<file path="src/rtl/pwr_seq_pkg.sv">
package pwr_seq_pkg;
  typedef enum logic [2:0] {
    ST_OFF  = 3'd0,  // supply not good
    ST_PUP  = 3'd1,  // initial power enable low hold
    ST_REC  = 3'd2,  // power enable high, recovery wait
    ST_RDY  = 3'd3,  // standby / active
    ST_QUI  = 3'd4,  // enable forced high before power-down
    ST_PDH  = 3'd5,  // minimum power-down hold
    ST_PD   = 3'd6,  // deep power-down
    ST_WSET = 3'd7   // setup before power enable rises on wake
  } pwr_st_e;
endpackage

</file>
<file path="src/rtl/pwr_seq_timer.sv">
module pwr_seq_timer #(
  parameter int CW = 16
) (
  input  logic          clk_i,
  input  logic          rst_ni,
  input  logic          load_i,
  input  logic [CW-1:0] val_i,
  output logic          done_o
);
  logic [CW-1:0] cnt_q;

  always_ff @(posedge clk_i or negedge rst_ni) begin
    if (!rst_ni)              cnt_q <= '0;
    else if (load_i)          cnt_q <= val_i;
    else if (cnt_q != '0)     cnt_q <= cnt_q - 1'b1;
  end

  assign done_o = (cnt_q == '0);
endmodule

</file>
<file path="src/rtl/pwr_seq_lost_flag.sv">
module pwr_seq_lost_flag (
  input  logic clk_i,
  input  logic rst_ni,
  input  logic set_i,
  input  logic clr_i,
  output logic lost_o
);
  always_ff @(posedge clk_i or negedge rst_ni) begin
    if (!rst_ni)     lost_o <= 1'b0;
    else if (set_i)  lost_o <= 1'b1;
    else if (clr_i)  lost_o <= 1'b0;
  end
endmodule

</file>
<file path="src/rtl/pwr_seq_fsm.sv">
module pwr_seq_fsm
  import pwr_seq_pkg::*;
#(
  parameter int PUP_CYC = 5000,
  parameter int REC_CYC = 35000,
  parameter int SET_CYC = 2,
  parameter int PDH_CYC = 10,
  parameter int CW      = 16
) (
  input  logic          clk_i,
  input  logic          rst_ni,
  input  logic          supply_ok_i,
  input  logic          sleep_req_i,
  input  logic          wake_req_i,
  input  logic          busy_i,
  input  logic          tmr_done_i,
  output logic          tmr_load_o,
  output logic [CW-1:0] tmr_val_o,
  output logic          wake_done_o,
  output pwr_st_e       st_o
);
  localparam logic [CW-1:0] PUP_LD = CW'(PUP_CYC - 1);
  localparam logic [CW-1:0] REC_LD = CW'(REC_CYC - 1);
  localparam logic [CW-1:0] SET_LD = CW'(SET_CYC - 1);
  localparam logic [CW-1:0] PDH_LD = CW'(PDH_CYC - 1);

  pwr_st_e st_q, st_d;
  logic    pend_q;
  logic    go_sleep;

  assign go_sleep = (sleep_req_i || pend_q) && !busy_i;

  always_comb begin
    st_d        = st_q;
    tmr_load_o  = 1'b0;
    tmr_val_o   = '0;
    wake_done_o = 1'b0;
    if (!supply_ok_i) begin
      st_d = ST_OFF;
    end else begin
      unique case (st_q)
        ST_OFF: begin
          st_d = ST_PUP; tmr_load_o = 1'b1; tmr_val_o = PUP_LD;
        end
        ST_PUP: if (tmr_done_i) begin
          st_d = ST_REC; tmr_load_o = 1'b1; tmr_val_o = REC_LD;
        end
        ST_REC: if (tmr_done_i) st_d = ST_RDY;
        ST_RDY: if (go_sleep) begin
          st_d = ST_QUI; tmr_load_o = 1'b1; tmr_val_o = SET_LD;
        end
        ST_QUI: if (tmr_done_i) begin
          st_d = ST_PDH; tmr_load_o = 1'b1; tmr_val_o = PDH_LD;
        end
        ST_PDH: if (tmr_done_i) st_d = ST_PD;
        ST_PD: if (wake_req_i) begin
          st_d = ST_WSET; tmr_load_o = 1'b1; tmr_val_o = SET_LD;
        end
        ST_WSET: if (tmr_done_i) begin
          st_d = ST_REC; tmr_load_o = 1'b1; tmr_val_o = REC_LD;
          wake_done_o = 1'b1;
        end
        default: st_d = ST_OFF;
      endcase
    end
  end

  always_ff @(posedge clk_i or negedge rst_ni) begin
    if (!rst_ni) begin
      st_q   <= ST_OFF;
      pend_q <= 1'b0;
    end else begin
      st_q   <= st_d;
      // sleep seen during a busy access is kept while ready
      pend_q <= supply_ok_i && (st_q == ST_RDY) && busy_i && (pend_q || sleep_req_i);
    end
  end

  assign st_o = st_q;
endmodule

</file>
<file path="src/rtl/psram_pwr_seq.sv">
module psram_pwr_seq
  import pwr_seq_pkg::*;
#(
  parameter int PUP_CYC = 5000,
  parameter int REC_CYC = 35000,
  parameter int SET_CYC = 2,
  parameter int PDH_CYC = 10
) (
  input  logic clk_i,
  input  logic rst_ni,
  input  logic supply_ok_i,
  input  logic sleep_req_i,
  input  logic wake_req_i,
  input  logic busy_i,
  input  logic wr_i,
  input  logic ce1_n_i,
  output logic ce2_o,
  output logic ce1_force_o,
  output logic ce1_n_o,
  output logic ready_o,
  output logic lost_o
);
  localparam int MAX_AB = (PUP_CYC > REC_CYC) ? PUP_CYC : REC_CYC;
  localparam int MAX_CD = (SET_CYC > PDH_CYC) ? SET_CYC : PDH_CYC;
  localparam int MAX_C  = (MAX_AB > MAX_CD) ? MAX_AB : MAX_CD;
  localparam int CW     = (MAX_C > 1) ? $clog2(MAX_C) : 1;

  pwr_st_e       st;
  logic          tmr_load, tmr_done, wake_done;
  logic [CW-1:0] tmr_val;

  pwr_seq_fsm #(
    .PUP_CYC(PUP_CYC), .REC_CYC(REC_CYC), .SET_CYC(SET_CYC),
    .PDH_CYC(PDH_CYC), .CW(CW)
  ) u_fsm (
    .clk_i      (clk_i),
    .rst_ni     (rst_ni),
    .supply_ok_i(supply_ok_i),
    .sleep_req_i(sleep_req_i),
    .wake_req_i (wake_req_i),
    .busy_i     (busy_i),
    .tmr_done_i (tmr_done),
    .tmr_load_o (tmr_load),
    .tmr_val_o  (tmr_val),
    .wake_done_o(wake_done),
    .st_o       (st)
  );

  pwr_seq_timer #(.CW(CW)) u_tmr (
    .clk_i (clk_i),
    .rst_ni(rst_ni),
    .load_i(tmr_load),
    .val_i (tmr_val),
    .done_o(tmr_done)
  );

  pwr_seq_lost_flag u_lost (
    .clk_i (clk_i),
    .rst_ni(rst_ni),
    .set_i (wake_done),
    .clr_i (ready_o && wr_i),
    .lost_o(lost_o)
  );

  assign ce2_o       = (st == ST_REC) || (st == ST_RDY) || (st == ST_QUI);
  assign ready_o     = (st == ST_RDY);
  assign ce1_force_o = !ready_o;
  assign ce1_n_o     = ce1_force_o ? 1'b1 : ce1_n_i;
endmodule

</file>
<file path="config.mk">
export PLATFORM = sky130hd
export DESIGN_NAME = psram_pwr_seq
export DESIGN_NICKNAME = d
export VERILOG_FILES = /design/src/rtl/pwr_seq_pkg.sv /design/src/rtl/pwr_seq_timer.sv /design/src/rtl/pwr_seq_lost_flag.sv /design/src/rtl/pwr_seq_fsm.sv /design/src/rtl/psram_pwr_seq.sv
export SDC_FILE = /design/constraint.sdc
export NUM_CORES = 1
export LEC_CHECK = 0
export BUFFER_PORTS_ARGS = -buffer_cell sky130_fd_sc_hd__clkbuf_2
export CAP_MARGIN = 20
export CORE_ASPECT_RATIO = 0.7
export CORE_MARGIN = 1.5
export CORE_UTILIZATION = 45
export CTS_CLUSTER_DIAMETER = 60
export CTS_CLUSTER_SIZE = 25
export DETAILED_ROUTE_END_ITERATION = 8
export PLACE_DENSITY = 0.6
export SYNTH_ARGS = -nofsm -noshare
export SYNTH_HDL_FRONTEND = slang
export SYNTH_HIERARCHICAL = 1
export SYNTH_SLANG_ARGS = --single-unit
</file>
<file path="constraint.sdc">
create_clock -name clk_i -period 6.2 [get_ports clk_i]
set_input_delay 0.31 -clock clk_i [delete_from_list [all_inputs] [get_ports clk_i]]
set_output_delay 0.31 -clock clk_i [all_outputs]
set_load 0.05 [all_outputs]
</file>
==> flow_summary.toml <==
[synth]
yosysTopAreaCell = "dfrtp_1"
yosysTopAreaCellShare_pct = 33.5
synthFlopType = "dfrtp_1"
synthArstFlopShare_pct = 100
seq_area_frac_synth_pct = 33.5
syn-instance-count = 173
ys_ff_latch = 21
synth.distinct_cells = 52
synth-edff-count = 0
ys_top_cells_by_area = "dfrtp_1 (33%), buf_4 (6.2%), xnor2_1 (5.0%)"
syn_area_per_cell_um2 = 9.07
synth_common_cells = "dfrtp_1 (21), nand2_1 (16), buf_4 (13)"
syn_area_um2 = 1570
ys.warnings.count = 6
synth.most_common_cell = "dfrtp_1"

[clocking]
postCtsSetupBuffers = 0
htreeDepth = 1
cts-root-buf = "clkbuf_8"
cts_buffer_depth = 2
postCtsHoldBufs = 0
clk_pin_slew_ns = 0.08
cts_made_buffers = 3
clock_latency_ns = 0.26
tritoncts = "done"
cts.sinks = 21
cts_resized = 0

[sta]
setup_tns_ns = 0
tightestPinTransition_ns = 0.848
rsz0062_at_grt = "no"
slew_violations = 0
hold_violations = 0
relSlewSlack_pct = 43.0
post-route-period-util_pct = 49.2
holdWs_ns = 0.0172
period_minus_slack_ns = 3.05
finalClockSkew_ns = 0.00226
setup_viol = 0
timing.fmax_mhz = 328

[die]
die_area_um2 = 3860
core-area_um2 = 3230
num_rows = 17
die_h_um = 52.4
io_pins = 13
fp.dieW_um = 73.6
start_util_pct = 48.5

[routing]
routed_wl_um = 3240
wl_per_cell_um = 14.7
vias_per_cell = 5.38
drt_pre_antenna_iters = 4
drc_errors = 0
num_vias = 1190
drtIter0Drc = 109
antenna_left = 0

[global_route]
antenna_found_initial = 0
grt_pass1_vias = 1160
grt_pass1_wl_um = 5460
grt_start_max_net_pins = 35
track_usage_pct = 18.9
grt-ovfl-total = 0

[layout]
antenna_cells = 0
post-route-util_pct = 50.4
final_layout_size_suffix_gt1_share_pct = 18.4
area_growth_pct = 3.83
final_net_count = 184

[placement]
gp_congestion = 0.906
hpwl_um = 2400
port_buffers = 12

[run]
drv_cap = 0

[setup_path]
cpMaxStageDelayCell = "nor3b_4"
cp_common_cell = "inv_1"
start_kind = "register"
cpPeakStageDelay_ns = 0.44
required_ns = 6.40
end_kind = "register"
worst-path-max-fanout = 34
worstPathCellList = "inv_1, ha_1, nor3b_4, nand3_2, nor2_1, inv_1, a21oi_1, o21ai_0, a21oi_2, buf_4, or3_1, o211a_1"
timing.setup.critical_path_class = "reg2reg"
cp_data_arrival_time_ns = 3.25
rrSetupSlack_ns = 3.15

[hold_path]
hp-class = "in2async"

[power]
irDropWorstVdd_v = 0.000204
powerDensity_nw_per_um2 = 444
power_leakage_nw = 0.714

[run_status]
status = "finished, final reports clean"
layout make-up:
class | count | area (µm²)
clock buffer | 3 | 41.3
clock inverter | 1 | 5.00
fill | 316 | 1600
inverter | 8 | 30.0
multi-input combinational | 127 | 893
sequential | 21 | 526
tap | 47 | 58.8
timing repair buffer | 14 | 75.1
logic make-up (layout without fill, tap and decap cells):
logic type                 Yosys count  count (layout)  share of synthesized area, %
and+or+nand+nor                     72              72                          28.9
DFF                                 21              21                          33.5
other                                1               4                         0.239
adders and majority gates            1               1                         0.797
AOI/OAI and AO/OA                   36              36                          17.8
muxes                                4               4                          2.63
xor gates and xnor gates            10              10                          5.58
buffers and inverters               28              26                          10.5
critical path: cells and delay by family (launching register included):
kind,cells,cell delay (ns)
AND/OR/NAND/NOR,4,1.21
AO/OA/AOI/OAI,4,0.60
buffers and inverters,3,0.54
flip-flops,1,0.43
adder cells (fa/ha/maj),1,0.19
flip-flops by register name (all words and copies together) (netlist names):
name and count:
u_fsm/pend_q 1, u_fsm/st_o 3, u_lost/lost_o 1, u_tmr/cnt_q 16
placed cells by master, fill, tap and decap left out, types with 4 or more instances in the layout:
cell       n
o211a_1    6
nor3_1     5
o21ai_0    8
nand2_1   16
nand2b_1   9
inv_1      7
xnor2_1    9
conb_1     4
dfrtp_1   21
nor2_1    10
a21oi_1    5
clkbuf_2  12
stage by stage:
step / instances / setup slack, ns / total power (W) / instance area [µm²]
6_report: 221 / 3.15 / 0.000724 / 1630
5_1_grt: 221 / 2.92 / 0.000778 / 1630
4_1_cts: 221 / 3.21 / 0.000725 / 1630
3_5_place_dp: 217 / 3.23 / 0.000633 / 1580
3_3_place_gp: 217 / 3.41 / 0.000625 / 1580
2_1_floorplan: 176 / 3.44 / 0.000572 / 1580
path summary, 6_finish.rpt:
| check | cells past startpoint | endpoint | from |
|---|---|---|---|
| worst max-delay path | 12 | u_tmr/cnt_q[13] | u_tmr/cnt_q[0] |
| min in group clk_i | 2 | u_fsm/st_o[2] | busy_i |
| max in group asynchronous | 1 | u_tmr/cnt_q[15] | rst_ni |
| worst max register to register | 12 | u_tmr/cnt_q[13] | u_tmr/cnt_q[0] |
| worst min-delay path | 1 | u_fsm/pend_q | rst_ni |
| worst min register to register | 1 | u_lost/lost_o | u_lost/lost_o |
metal layers:
layer  global-route usage [%]  share of wire [%]  vias to the layer above
li1                         -                  -                      601
met1                     27.4                 51                      553
met2                     28.1                 42                       34
met3                     4.62                6.7                        2
met4                     4.63               0.43                        0
met5                        0                  0                        -
power breakdown:
part           internal [W]  leakage [nW]  switching (W)
logic              0.000162         0.426       0.000193
clock network     0.0000448        0.0255      0.0000448
registers          0.000192         0.263      0.0000869
No activity file was read; power rests on OpenSTA's default activity.
